==> config.mk <==
export PLATFORM = sky130hd
export DESIGN_NAME = msi_wb_ctrl
export DESIGN_NICKNAME = d
export VERILOG_FILES = /design/src/rtl/msi_pkg.sv /design/src/rtl/msi_line_store.sv /design/src/rtl/msi_snoop.sv /design/src/rtl/msi_proc_fsm.sv /design/src/rtl/msi_wb_ctrl.sv
export SDC_FILE = /design/constraint.sdc
export NUM_CORES = 2
export LEC_CHECK = 0
export BUFFER_PORTS_ARGS = -buffer_cell sky130_fd_sc_hd__buf_2
export CAP_MARGIN = 10
export CORE_MARGIN = 2
export CORE_UTILIZATION = 25
export DETAILED_ROUTE_END_ITERATION = 16
export GPL_TIMING_DRIVEN = 1
export PLACE_DENSITY = 0.48
export RECOVER_POWER = 50
export SYNTH_ARGS = -nofsm -noshare
export SYNTH_HDL_FRONTEND = slang
export SYNTH_HIERARCHICAL = 1
export SYNTH_SLANG_ARGS = --single-unit
==> constraint.sdc <==
create_clock -name clk_i -period 4.4 [get_ports clk_i]
set_input_delay 0.66 -clock clk_i [delete_from_list [all_inputs] [get_ports clk_i]]
set_output_delay 0.66 -clock clk_i [all_outputs]
set_load 0.01 [all_outputs]
==> src/rtl/msi_pkg.sv <==
`timescale 1ns/1ps
package msi_pkg;
  typedef enum logic [1:0] {
    ST_I = 2'd0,
    ST_S = 2'd1,
    ST_M = 2'd2
  } line_st_e;

  typedef enum logic [1:0] {
    CMD_NONE = 2'd0,
    CMD_RD   = 2'd1,
    CMD_RDX  = 2'd2,
    CMD_WB   = 2'd3
  } bus_cmd_e;
endpackage

==> src/rtl/msi_line_store.sv <==
`timescale 1ns/1ps
module msi_line_store
  import msi_pkg::*;
#(
  parameter int IDX_W  = 4,
  parameter int TAG_W  = 12,
  parameter int DATA_W = 32
) (
  input  logic              clk_i,
  input  logic              rst_ni,
  // processor-side read port
  input  logic [IDX_W-1:0]  cpu_idx_i,
  output line_st_e          cpu_st_o,
  output logic [TAG_W-1:0]  cpu_tag_o,
  output logic [DATA_W-1:0] cpu_data_o,
  // snoop-side read port
  input  logic [IDX_W-1:0]  snp_idx_i,
  output line_st_e          snp_st_o,
  output logic [TAG_W-1:0]  snp_tag_o,
  output logic [DATA_W-1:0] snp_data_o,
  // processor-side update
  input  logic              upd_we_i,
  input  logic [IDX_W-1:0]  upd_idx_i,
  input  line_st_e          upd_st_i,
  input  logic [TAG_W-1:0]  upd_tag_i,
  input  logic              upd_data_we_i,
  input  logic [DATA_W-1:0] upd_data_i,
  // snoop-side state update
  input  logic              snp_we_i,
  input  line_st_e          snp_st_i
);
  localparam int LINES = 1 << IDX_W;

  line_st_e          st_q   [LINES];
  logic [TAG_W-1:0]  tag_q  [LINES];
  logic [DATA_W-1:0] data_q [LINES];

  logic snp_blocked;
  assign snp_blocked = upd_we_i && (upd_idx_i == snp_idx_i);

  always_ff @(posedge clk_i or negedge rst_ni) begin
    if (!rst_ni) begin
      for (int i = 0; i < LINES; i++) begin
        st_q[i]   <= ST_I;
        tag_q[i]  <= '0;
        data_q[i] <= '0;
      end
    end else begin
      if (snp_we_i && !snp_blocked) st_q[snp_idx_i] <= snp_st_i;
      if (upd_we_i) begin
        st_q[upd_idx_i]  <= upd_st_i;
        tag_q[upd_idx_i] <= upd_tag_i;
      end
      if (upd_data_we_i) data_q[upd_idx_i] <= upd_data_i;
    end
  end

  assign cpu_st_o   = st_q[cpu_idx_i];
  assign cpu_tag_o  = tag_q[cpu_idx_i];
  assign cpu_data_o = data_q[cpu_idx_i];
  assign snp_st_o   = st_q[snp_idx_i];
  assign snp_tag_o  = tag_q[snp_idx_i];
  assign snp_data_o = data_q[snp_idx_i];


  snp_no_grant_m_chk: assert property (@(posedge clk_i) disable iff (!rst_ni)
    snp_we_i |-> snp_st_i != ST_M);
endmodule

==> src/rtl/msi_snoop.sv <==
`timescale 1ns/1ps
module msi_snoop
  import msi_pkg::*;
#(
  parameter int TAG_W  = 12,
  parameter int DATA_W = 32
) (
  input  logic              clk_i,
  input  logic              rst_ni,
  input  logic              snp_valid_i,
  input  logic [1:0]        snp_cmd_i,
  input  logic [TAG_W-1:0]  snp_tag_i,
  input  line_st_e          line_st_i,
  input  logic [TAG_W-1:0]  line_tag_i,
  input  logic [DATA_W-1:0] line_data_i,
  output logic              flush_o,
  output logic [DATA_W-1:0] data_o,
  output logic              st_we_o,
  output line_st_e          st_o
);
  logic hit;
  assign hit = snp_valid_i && (line_st_i != ST_I) && (line_tag_i == snp_tag_i);

  always_comb begin
    flush_o = 1'b0;
    st_we_o = 1'b0;
    st_o    = line_st_i;
    if (hit) begin
      unique case (snp_cmd_i)
        CMD_RD: if (line_st_i == ST_M) begin
          flush_o = 1'b1;
          st_we_o = 1'b1;
          st_o    = ST_S;
        end
        CMD_RDX: begin
          flush_o = (line_st_i == ST_M);
          st_we_o = 1'b1;
          st_o    = ST_I;
        end
        default: ;
      endcase
    end
  end

  assign data_o = flush_o ? line_data_i : '0;


  shared_read_quiet_chk: assert property (@(posedge clk_i) disable iff (!rst_ni)
    (snp_valid_i && snp_cmd_i == CMD_RD && line_st_i == ST_S) |-> !flush_o && !st_we_o);
endmodule

==> src/rtl/msi_proc_fsm.sv <==
`timescale 1ns/1ps
module msi_proc_fsm
  import msi_pkg::*;
#(
  parameter int IDX_W  = 4,
  parameter int TAG_W  = 12,
  parameter int DATA_W = 32
) (
  input  logic                   clk_i,
  input  logic                   rst_ni,
  input  logic                   cpu_req_i,
  input  logic                   cpu_we_i,
  input  logic [TAG_W-1:0]       cpu_tag_i,
  input  logic [IDX_W-1:0]       cpu_idx_i,
  input  logic [DATA_W-1:0]      cpu_wdata_i,
  output logic                   cpu_ready_o,
  output logic [DATA_W-1:0]      cpu_rdata_o,
  input  line_st_e               line_st_i,
  input  logic [TAG_W-1:0]       line_tag_i,
  input  logic [DATA_W-1:0]      line_data_i,
  output logic                   bus_req_o,
  output logic [1:0]             bus_cmd_o,
  output logic [TAG_W+IDX_W-1:0] bus_addr_o,
  output logic [DATA_W-1:0]      bus_wdata_o,
  input  logic                   bus_gnt_i,
  input  logic [DATA_W-1:0]      bus_rdata_i,
  output logic                   upd_we_o,
  output line_st_e               upd_st_o,
  output logic [TAG_W-1:0]       upd_tag_o,
  output logic                   upd_data_we_o,
  output logic [DATA_W-1:0]      upd_data_o
);
  typedef enum logic [1:0] {PS_IDLE, PS_WB, PS_FILL} ps_e;

  ps_e state_q, state_d;
  logic tag_hit, local_ok, victim_dirty;

  assign tag_hit      = (line_st_i != ST_I) && (line_tag_i == cpu_tag_i);
  assign local_ok     = tag_hit && (!cpu_we_i || line_st_i == ST_M);
  assign victim_dirty = (line_st_i == ST_M) && (line_tag_i != cpu_tag_i);

  always_comb begin
    state_d       = state_q;
    cpu_ready_o   = 1'b0;
    cpu_rdata_o   = '0;
    bus_req_o     = 1'b0;
    bus_cmd_o     = CMD_NONE;
    bus_addr_o    = {cpu_tag_i, cpu_idx_i};
    bus_wdata_o   = '0;
    upd_we_o      = 1'b0;
    upd_st_o      = line_st_i;
    upd_tag_o     = cpu_tag_i;
    upd_data_we_o = 1'b0;
    upd_data_o    = cpu_wdata_i;
    unique case (state_q)
      PS_IDLE: if (cpu_req_i) begin
        if (local_ok) begin
          cpu_ready_o = 1'b1;
          cpu_rdata_o = line_data_i;
          if (cpu_we_i) begin
            upd_we_o      = 1'b1;
            upd_st_o      = ST_M;
            upd_data_we_o = 1'b1;
          end
        end else begin
          state_d = victim_dirty ? PS_WB : PS_FILL;
        end
      end
      PS_WB: begin
        // a snoop may have taken the victim meanwhile: skip the writeback then
        if (victim_dirty) begin
          bus_req_o   = 1'b1;
          bus_cmd_o   = CMD_WB;
          bus_addr_o  = {line_tag_i, cpu_idx_i};
          bus_wdata_o = line_data_i;
          if (bus_gnt_i) begin
            upd_we_o  = 1'b1;
            upd_st_o  = ST_I;
            upd_tag_o = line_tag_i;
            state_d   = PS_FILL;
          end
        end else begin
          state_d = PS_FILL;
        end
      end
      PS_FILL: begin
        bus_req_o = 1'b1;
        bus_cmd_o = cpu_we_i ? CMD_RDX : CMD_RD;
        if (bus_gnt_i) begin
          cpu_ready_o   = 1'b1;
          cpu_rdata_o   = cpu_we_i ? cpu_wdata_i : bus_rdata_i;
          upd_we_o      = 1'b1;
          upd_st_o      = cpu_we_i ? ST_M : ST_S;
          upd_data_we_o = 1'b1;
          upd_data_o    = cpu_we_i ? cpu_wdata_i : bus_rdata_i;
          state_d       = PS_IDLE;
        end
      end
      default: state_d = PS_IDLE;
    endcase
  end

  always_ff @(posedge clk_i or negedge rst_ni) begin
    if (!rst_ni) state_q <= PS_IDLE;
    else         state_q <= state_d;
  end


  wb_only_modified_chk: assert property (@(posedge clk_i) disable iff (!rst_ni)
    (bus_req_o && bus_cmd_o == CMD_WB) |-> line_st_i == ST_M);

  wb_before_fill_chk: assert property (@(posedge clk_i) disable iff (!rst_ni)
    (bus_req_o && bus_cmd_o != CMD_WB) |-> !(line_st_i == ST_M && line_tag_i != cpu_tag_i));

  bus_needs_cpu_chk: assert property (@(posedge clk_i) disable iff (!rst_ni)
    bus_req_o |-> cpu_req_i && bus_cmd_o != CMD_NONE);

  hit_no_bus_chk: assert property (@(posedge clk_i) disable iff (!rst_ni)
    (cpu_ready_o && !bus_gnt_i) |-> !bus_req_o);
endmodule

==> src/rtl/msi_wb_ctrl.sv <==
`timescale 1ns/1ps
module msi_wb_ctrl
  import msi_pkg::*;
#(
  parameter int ADDR_W = 16,
  parameter int IDX_W  = 4,
  parameter int DATA_W = 32
) (
  input  logic              clk_i,
  input  logic              rst_ni,
  input  logic              cpu_req_i,
  input  logic              cpu_we_i,
  input  logic [ADDR_W-1:0] cpu_addr_i,
  input  logic [DATA_W-1:0] cpu_wdata_i,
  output logic              cpu_ready_o,
  output logic [DATA_W-1:0] cpu_rdata_o,
  output logic              bus_req_o,
  output logic [1:0]        bus_cmd_o,
  output logic [ADDR_W-1:0] bus_addr_o,
  output logic [DATA_W-1:0] bus_wdata_o,
  input  logic              bus_gnt_i,
  input  logic [DATA_W-1:0] bus_rdata_i,
  input  logic              snp_valid_i,
  input  logic [1:0]        snp_cmd_i,
  input  logic [ADDR_W-1:0] snp_addr_i,
  output logic              snp_flush_o,
  output logic [DATA_W-1:0] snp_data_o
);
  localparam int TAG_W = ADDR_W - IDX_W;

  logic [IDX_W-1:0]  cpu_idx, snp_idx;
  logic [TAG_W-1:0]  cpu_tag, snp_tag;
  line_st_e          c_st, s_st, upd_st, snp_st_new;
  logic [TAG_W-1:0]  c_tag, s_tag, upd_tag;
  logic [DATA_W-1:0] c_data, s_data, upd_data;
  logic              upd_we, upd_data_we, snp_we;

  assign cpu_idx = cpu_addr_i[IDX_W-1:0];
  assign cpu_tag = cpu_addr_i[ADDR_W-1:IDX_W];
  assign snp_idx = snp_addr_i[IDX_W-1:0];
  assign snp_tag = snp_addr_i[ADDR_W-1:IDX_W];

  msi_line_store #(.IDX_W(IDX_W), .TAG_W(TAG_W), .DATA_W(DATA_W)) u_store (
    .clk_i, .rst_ni,
    .cpu_idx_i(cpu_idx), .cpu_st_o(c_st), .cpu_tag_o(c_tag), .cpu_data_o(c_data),
    .snp_idx_i(snp_idx), .snp_st_o(s_st), .snp_tag_o(s_tag), .snp_data_o(s_data),
    .upd_we_i(upd_we), .upd_idx_i(cpu_idx), .upd_st_i(upd_st), .upd_tag_i(upd_tag),
    .upd_data_we_i(upd_data_we), .upd_data_i(upd_data),
    .snp_we_i(snp_we), .snp_st_i(snp_st_new)
  );

  msi_snoop #(.TAG_W(TAG_W), .DATA_W(DATA_W)) u_snoop (
    .clk_i, .rst_ni,
    .snp_valid_i, .snp_cmd_i, .snp_tag_i(snp_tag),
    .line_st_i(s_st), .line_tag_i(s_tag), .line_data_i(s_data),
    .flush_o(snp_flush_o), .data_o(snp_data_o),
    .st_we_o(snp_we), .st_o(snp_st_new)
  );

  msi_proc_fsm #(.IDX_W(IDX_W), .TAG_W(TAG_W), .DATA_W(DATA_W)) u_fsm (
    .clk_i, .rst_ni,
    .cpu_req_i, .cpu_we_i, .cpu_tag_i(cpu_tag), .cpu_idx_i(cpu_idx), .cpu_wdata_i,
    .cpu_ready_o, .cpu_rdata_o,
    .line_st_i(c_st), .line_tag_i(c_tag), .line_data_i(c_data),
    .bus_req_o, .bus_cmd_o, .bus_addr_o, .bus_wdata_o, .bus_gnt_i, .bus_rdata_i,
    .upd_we_o(upd_we), .upd_st_o(upd_st), .upd_tag_o(upd_tag),
    .upd_data_we_o(upd_data_we), .upd_data_o(upd_data)
  );


  idle_after_reset_chk: assert property (@(posedge clk_i) disable iff (!rst_ni)
    $rose(rst_ni) |-> !bus_req_o);

  flush_needs_snoop_chk: assert property (@(posedge clk_i) disable iff (!rst_ni)
    snp_flush_o |-> snp_valid_i && (snp_cmd_i == CMD_RD || snp_cmd_i == CMD_RDX));
endmodule

# After elaboration in Yosys (flattened, before gate mapping)
# Index checks and enable logic that the tools add are counted.
[word_totals] inputBits=104 word_cells=169 register_bits=738 output_inout_bits=117
[op_classes] bitwise_logic=2 n_eq_ne=14 muxes=84 n_reduce_logical=16 magnitude_cmp=4
[ops] cell="bitwise mux 512 bit" n=1
[ops] cell="2-to-1 mux 32 bit" n=16
[ops] cell="binary-select mux 32 bit (select 4 bit)" n=2
[ops] cell="bitwise mux 192 bit" n=1
[ops] cell="demux 32 bit (select 4 bit)" n=1
[ops] cell="binary-select mux 12 bit (select 4 bit)" n=2
[ops] cell="2-to-1 mux 12 bit" n=8
[ops] cell="bitwise mux 32 bit" n=2
[ops] cell="one-hot mux 32 bit (2 select lines)" n=1
[ops] cell="demux 12 bit (select 4 bit)" n=1
[ops] cell="2-to-1 mux 2 bit" n=22
[ops] cell="2-to-1 mux 16 bit" n=2
[ops] cell="equality test 12 bit" n=2
[ops] cell="binary-select mux 2 bit (select 4 bit)" n=2
[ops] cell="demux 2 bit (select 4 bit)" n=2
[ops] cell="!= test 12 bit" n=1
[ops] cell="one-hot mux 2 bit (3 select lines)" n=2
[ops] cell="2-to-1 mux 1 bit" n=11
[ops] cell="greater-or-equal comparator 5 bit (second input constant)" n=2
[ops] cell="less-than comparator 5 x 1 -> 1 bit (second input constant)" n=2
[ops] cell="NOT 4 -> 5 bit" n=2
[ops] cell="one-hot mux 1 bit (2 select lines)" n=5
[ops] cell="logical AND 1 bit" n=9
[ops] cell="equality test 2 bit (second input constant)" n=4
[ops] cell="other kinds (11)" n=17

# Logic depth before layout (Yosys ltp)
[logic_depth] ltp_word=16 ltp_mapped=18 ltp_nobuf=11

# Cells and area by module
# The synthesis kept the hierarchy.
[by_module_without_submodules] mod="msi_line_store" area_each_um2=39185.1 cells_each=2609 n_inst=1 seq_area_each_um2=18417.7
[by_module_without_submodules] mod="msi_proc_fsm" area_each_um2=2381.0 cells_each=246 n_inst=1 seq_area_each_um2=50.0
[by_module_without_submodules] mod="msi_snoop" area_each_um2=475.5 cells_each=66 n_inst=1 seq_area_each_um2=0.0

# Least setup slack after synthesis
# No wires, ideal clock.
[synth_path] path_kind="input to register" startpoint="in cpu_addr_i[0]" endpoint="reg u_store/tag_q[17] in the netlist's numbering" required_time_ns=4.275 n_path_buf=4 arrival_time_ns=4.333 slack_ns=-0.058 path_stages=14 setup_ns=0.125 path_cell_list="buf_2 > buf_6 > buf_4 > mux4_2 > mux4_2 > xnor2_1 > nand4_1 > nor4_2 > nand2_1 > o221ai_1 > nand2_1 > nor2_1 > buf_2 > mux2_2"
[synth_via] elab_chain_cells=10 word_cells_on_any_way=28 cone_classes="order compare (2); eq/ne (3); mux (16); bitwise (1); reduce/logical (6)"
[synth_rtl] element="start: declaration" line_no="msi_wb_ctrl.sv:13" text="input logic [ADDR_W-1:0] cpu_addr_i,"
[synth_rtl] element="NOT 4 -> 5 bit (implied by the code) *" line_no="msi_line_store.sv:59" text="assign cpu_tag_o = tag_q[cpu_idx_i];"
[synth_rtl] element="binary-select mux 12 bit (select 4 bit) *" line_no="msi_line_store.sv:59"
[synth_rtl] element="2-to-1 mux 12 bit (implied by the code) * (2 in a row)" line_no="msi_line_store.sv:59"
[synth_rtl] element="via c_tag[1]" line_no="msi_wb_ctrl.sv:34" text="logic [TAG_W-1:0] c_tag, s_tag, upd_tag;"
[synth_rtl] element="equality test 12 bit" line_no="msi_proc_fsm.sv:38" text="assign tag_hit = (line_st_i != ST_I) && (line_tag_i == cpu_tag_i);"
[synth_rtl] element="logical AND 1 bit" line_no="msi_proc_fsm.sv:38"
[synth_rtl] element="logical AND 1 bit" line_no="msi_proc_fsm.sv:39" text="assign local_ok = tag_hit && (!cpu_we_i || line_st_i == ST_M);"
[synth_rtl] element="2-to-1 mux 1 bit" line_no="msi_proc_fsm.sv:57" text="if (local_ok) begin"
[synth_rtl] element="2-to-1 mux 1 bit" line_no="msi_proc_fsm.sv:56" text="PS_IDLE: if (cpu_req_i) begin"
[synth_rtl] element="one-hot mux 1 bit (3 select lines) *" line_no="msi_proc_fsm.sv:55" text="unique case (state_q)"
[synth_rtl] element="via upd_we" line_no="msi_wb_ctrl.sv:36" text="logic upd_we, upd_data_we, snp_we;"
[synth_rtl] element="end signal: indexed assignment" line_no="msi_line_store.sv:52" text="tag_q[upd_idx_i] <= upd_tag_i;"
[synth_rtl] element="end: declaration" line_no="msi_line_store.sv:35" text="logic [TAG_W-1:0] tag_q [LINES];"
# Mark *: on every way through the listed nets, which the timed path passes. The rest lies on a longest branch. The select of a mux whose other input is x is not followed.
# A chain may end at the register's enable or synchronous reset.

# Final worst setup path
[layout_path] startpoint="in snp_addr_i[0]" endpoint="out snp_data_o[4]"
[layout_via] word_cells_on_any_way=19 cone_classes="eq/ne (2); mux (13); bitwise (1); reduce/logical (3)"
[layout_lines] element="start: declaration" line_no="msi_wb_ctrl.sv:25" text="input logic [ADDR_W-1:0] snp_addr_i,"
[layout_lines] element="NOT 4 -> 5 bit (implied by the code)" line_no="msi_line_store.sv:62" text="assign snp_tag_o = tag_q[snp_idx_i];"
[layout_lines] element="binary-select mux 12 bit (select 4 bit)" line_no="msi_line_store.sv:62"
[layout_lines] element="2-to-1 mux 12 bit (implied by the code) (2 in a row)" line_no="msi_line_store.sv:62"
[layout_lines] element="via s_tag[4]" line_no="msi_wb_ctrl.sv:34"
[layout_lines] element="equality test 12 bit" line_no="msi_snoop.sv:22" text="assign hit = snp_valid_i && (line_st_i != ST_I) && (line_tag_i == snp_tag_i);"
[layout_lines] element="logical AND 1 bit" line_no="msi_snoop.sv:22"
[layout_lines] element="2-to-1 mux 1 bit" line_no="msi_snoop.sv:28" text="if (hit) begin"
[layout_lines] element="2-to-1 mux 32 bit" line_no="msi_snoop.sv:45" text="assign data_o = flush_o ? line_data_i : '0;"
[layout_lines] element="end: declaration" line_no="msi_wb_ctrl.sv:27" text="output logic [DATA_W-1:0] snp_data_o"
# The timed path passes the listed nets, and every way through them passes these cells. The select of a mux whose other input is x is not followed.

==> key figures <==
Floorplan
  – DIE AREA: roughly 170000 µm²
  – Initial cell density of the core: 0.252
  – Die height: 414 µm
  – Number of I/O pins: about 220
  – Row cnt: 150
  – Die Span X: 414 µm
  – Core area: roughly 170000 µm²

Synthesis
  – Mean area per synthesized cell: roughly 14 µm²
  – Cells after Synth: 2921
  – EDFF count, synth: 0
  – Cell accounting for the most synthesized area: dfrtp_1
  – Number of library cell types mapped by synthesis: 57
  – Seq/Total Area, Yosys: 0.439
  – Yosys reg bits: approximately 740
  – Leading cell types by count after synthesis: 738 x dfrtp_1, 452 x mux4_2, 365 x mux2_1, 362 x nand2_1, 277 x mux2_2
  – Ys async rst share: 1.00
  – Yosys warnings: 6
  – Yosys top cell area share: 0.439
  – Leading post-synthesis cells by cell area: dfrtp_1 44%, mux4_2 24%, mux2_1 9.8%
  – Top FF cell, synth: dfrtp_1
  – Syn nets: slightly above 3000
  – Cell with the most instances after synthesis: dfrtp_1
  – Post-synth design cell area: about 42000 µm²

Setup path
  – Crit-path max FO: 8
  – Worst path cell trace: buf_16, buf_12, buf_12, buf_12, mux4_2, mux4_2, xor2_1, nor4_1, buf_4, nand4_4, nor3_4, buf_12, clkbuf_16, and2_4, buf_6
  – Crit path buffers/inverters: 8
  – Crit Path Class: input port to output port
  – Crit start category: input port
  – Critical Path RT: 3.74 ns
  – Most frequent cell on the critical path: buf_12
  – Max incr delay on CP: roughly 0.54 ns
  – Critical Path Sink Type: output port
  – Arrival time at the worst endpoint: a little under 4 ns
  – CP delay by family, top: buffers and inverters
  – CP max-delay cell: mux4_2

Finish
  – Layout cell share with drive strength beyond 1: 0.458
  – Nets@finish: roughly 3400
  – Fillers: between 15000 and 20000
  – Layout area overhead: 23.0%
  – N_diodes: 0
  – Final std cells w/o fill: around 5500

Pwr
  – Overall Power: between 20 and 30 mW
  – Pwr dens: about 530 nW/µm²
  – Peak VDD IR: approximately 0.00028 V
  – Pleak: between 20 and 25 nW

Clock tree
  – Clock transition at path regs: roughly 0.050 ns
  – Number of CTS-inserted buffers: 88
  – Clk_lat worst skew: 0.69 ns
  – H-tree Lvls: 3
  – CTS tree: built
  – Root Buffer Master: clkbuf_16
  – TritonCTS Sinks: between 700 and 800
  – Clk buf depth: 3

STA
  – Final Critical Period: about 4.5 ns
  – Fmax: roughly 220 MHz
  – # setup viols final: between 60 and 70
  – Setup Skew: approximately 0.03 ns
  – Max-slew violations: between 400 and 500
  – Max_slew headroom: -0.643
  – RSZ-0062 raised after global routing: true
  – Slew @ Worst Pin: 2.47 ns
  – PnR worst setup slack: -0.129 ns
  – Count of final hold-check violations: 0
  – Fin crit share: 1.03

Detailed routing
  – 1st-iter DRT viols: between 1500 and 2000
  – DRT Pass-1 Iters: 5
  – Vias per cell: 5.02
  – ANT nets after route: 0
  – Post-route DRC: 0
  – Routed wire length: 143000 µm
  – Routed vias: 27800
  – WL per Instance: roughly 26 µm

Run
  – # Max-Cap Violations: 7

Global routing
  – Vias in the first global route: slightly below 30000
  – Global-route usage over all layers: 0.164
  – Global-route wire length before repair: 210000 µm
  – Largest net degree at the start of global routing: 98
  – Grt ovf: 0
  – Initial antenna violation count: 4

Placed design
  – GP Congestion: a little over 0.8
  – PortBufs: 220
  – Inst Count DP: ~5300
  – Placed wire-length estimate: 89700 µm

Outcome
  – Failing checks: capacitance limit, slew limit, setup timing
  – Outcome: finished, violations left

Min path
  – Worst min path class: input port to flop
-- cell type report --
| cell class | count | area [µm²] | area share |
|---|---|---|---|
| inverter | 8 | 30.0 | 0.000581 |
| multi-input combinational | 1898 | 22600 | 0.436 |
| sequential | 738 | 18500 | 0.357 |
| clock buffer | 127 | 2550 | 0.0493 |
| clock inverter | 31 | 314 | 0.00607 |
| timing repair buffer | 520 | 5030 | 0.0973 |
| tap | 2204 | 2760 | 0.0533 |
-- routing by layer --
metal / part of all wire / vias to the layer above / global-route usage / wire, µm
li1: - / 11800 / - / -
met5: 0.00010 / - / 0 / 15
met3: 0.038 / 219 / 0.0220 / 5410
met2: 0.50 / 639 / 0.283 / 72400
met4: 0.039 / 2 / 0.0653 / 5580
met1: 0.42 / 15100 / 0.209 / 60100
-- flip-flops by register name (all words and copies together) (netlist names) --
signal and count:
u_store/tag_q 192, u_store/data_q 512, u_fsm/state_q 2, u_store/st_q 32
-- timing repair --
item	in CTS	in global routing
pin swaps	5	37
gates cloned	8	5
hold endpoints to repair	0	0
setup endpoints to repair	113	90
hold buffers	0	0
resized for setup	65	125
setup buffers	16	32
-- cell families (layout without fill, tap and decap cells) --
kind of cell,count (synthesis),after routing,share of synthesized area
xor+xnor,28,28,0.00583
mux,1145,1145,0.430
flops,738,738,0.439
fa+ha+maj,6,6,0.00179
buf+inv,285,686,0.0353
compound gates,137,137,0.0258
simple gates,582,582,0.0615
-- final timing paths --
path,end,from,cells past startpoint,slack (ns)
max,snp_data_o[4],snp_addr_i[0],15,-0.13
min,u_fsm/state_q[1]$_DFFE_PN0P_,cpu_req_i,3,0.46
max reg2reg,u_store/data_q[123]$_DFFE_PN0P_,u_store/tag_q[4]$_DFFE_PN0P_,12,0.27
min reg2reg,u_store/data_q[410]$_DFFE_PN0P_,u_store/data_q[410]$_DFFE_PN0P_,1,0.50
max in group asynchronous,u_store/data_q[45]$_DFFE_PN0P_,rst_ni,2,0.72
min in group asynchronous,u_store/tag_q[128]$_DFFE_PN0P_,rst_ni,1,0.70
-- placed cells by master, fill, tap and decap left out, types with 4 or more instances in the layout --
cell / n
a21oi_1: 22
a31oi_1: 33
and2_1: 19
and2_4: 51
buf_12: 78
buf_16: 12
buf_2: 153
buf_4: 188
buf_6: 65
clkbuf_1: 27
clkbuf_16: 93
clkbuf_2: 7
clkbuf_8: 20
clkinv_2: 17
clkinvlp_4: 4
dfrtp_1: 738
ha_1: 6
inv_1: 8
mux2_1: 365
mux2_2: 271
mux2_4: 16
mux2i_1: 33
mux4_1: 5
mux4_2: 453
nand2_1: 362
nand2b_1: 11
nand3_1: 24
nand3_4: 5
nand4_1: 6
nor2_1: 54
nor2_4: 10
nor2b_1: 8
nor3_1: 8
o21ai_0: 35
o2bb2ai_2: 29
xnor2_1: 6
xnor2_2: 10
xor2_1: 9
-- worst min-delay path: stages --
cell     delay, ns
buf_2         0.16
a21oi_1       0.09
o22a_1        0.17
-- power breakdown --
part / internal (mW) / leakage (nW) / total [mW] / switching (mW)
logic: 5.06 / 11.6 / 8.53 / 3.47
clock network: 4.21 / 1.41 / 7.32 / 3.11
registers: 9.45 / 9.52 / 11.3 / 1.89
-- through the flow --
step / hold WS, ns / setup slack (ns) / instance area [µm²] / setup TNS (ns) / util
2_1_floorplan: 0.364 / 0.0510 / 42000 / 0 / -
3_3_place_gp: 0.471 / -0.693 / 47500 / -377.45 / 0.285
3_5_place_dp: 0.481 / -0.602 / 47500 / -308.46 / 0.285
4_1_cts: 0.0182 / -0.187 / 51000 / -7.88 / 0.305
5_1_grt: 0.467 / -0.215 / 51700 / -13.17 / 0.310
6_report: 0.464 / -0.129 / 51700 / -4.69 / 0.310
Power figures use the tool's default switching activity.
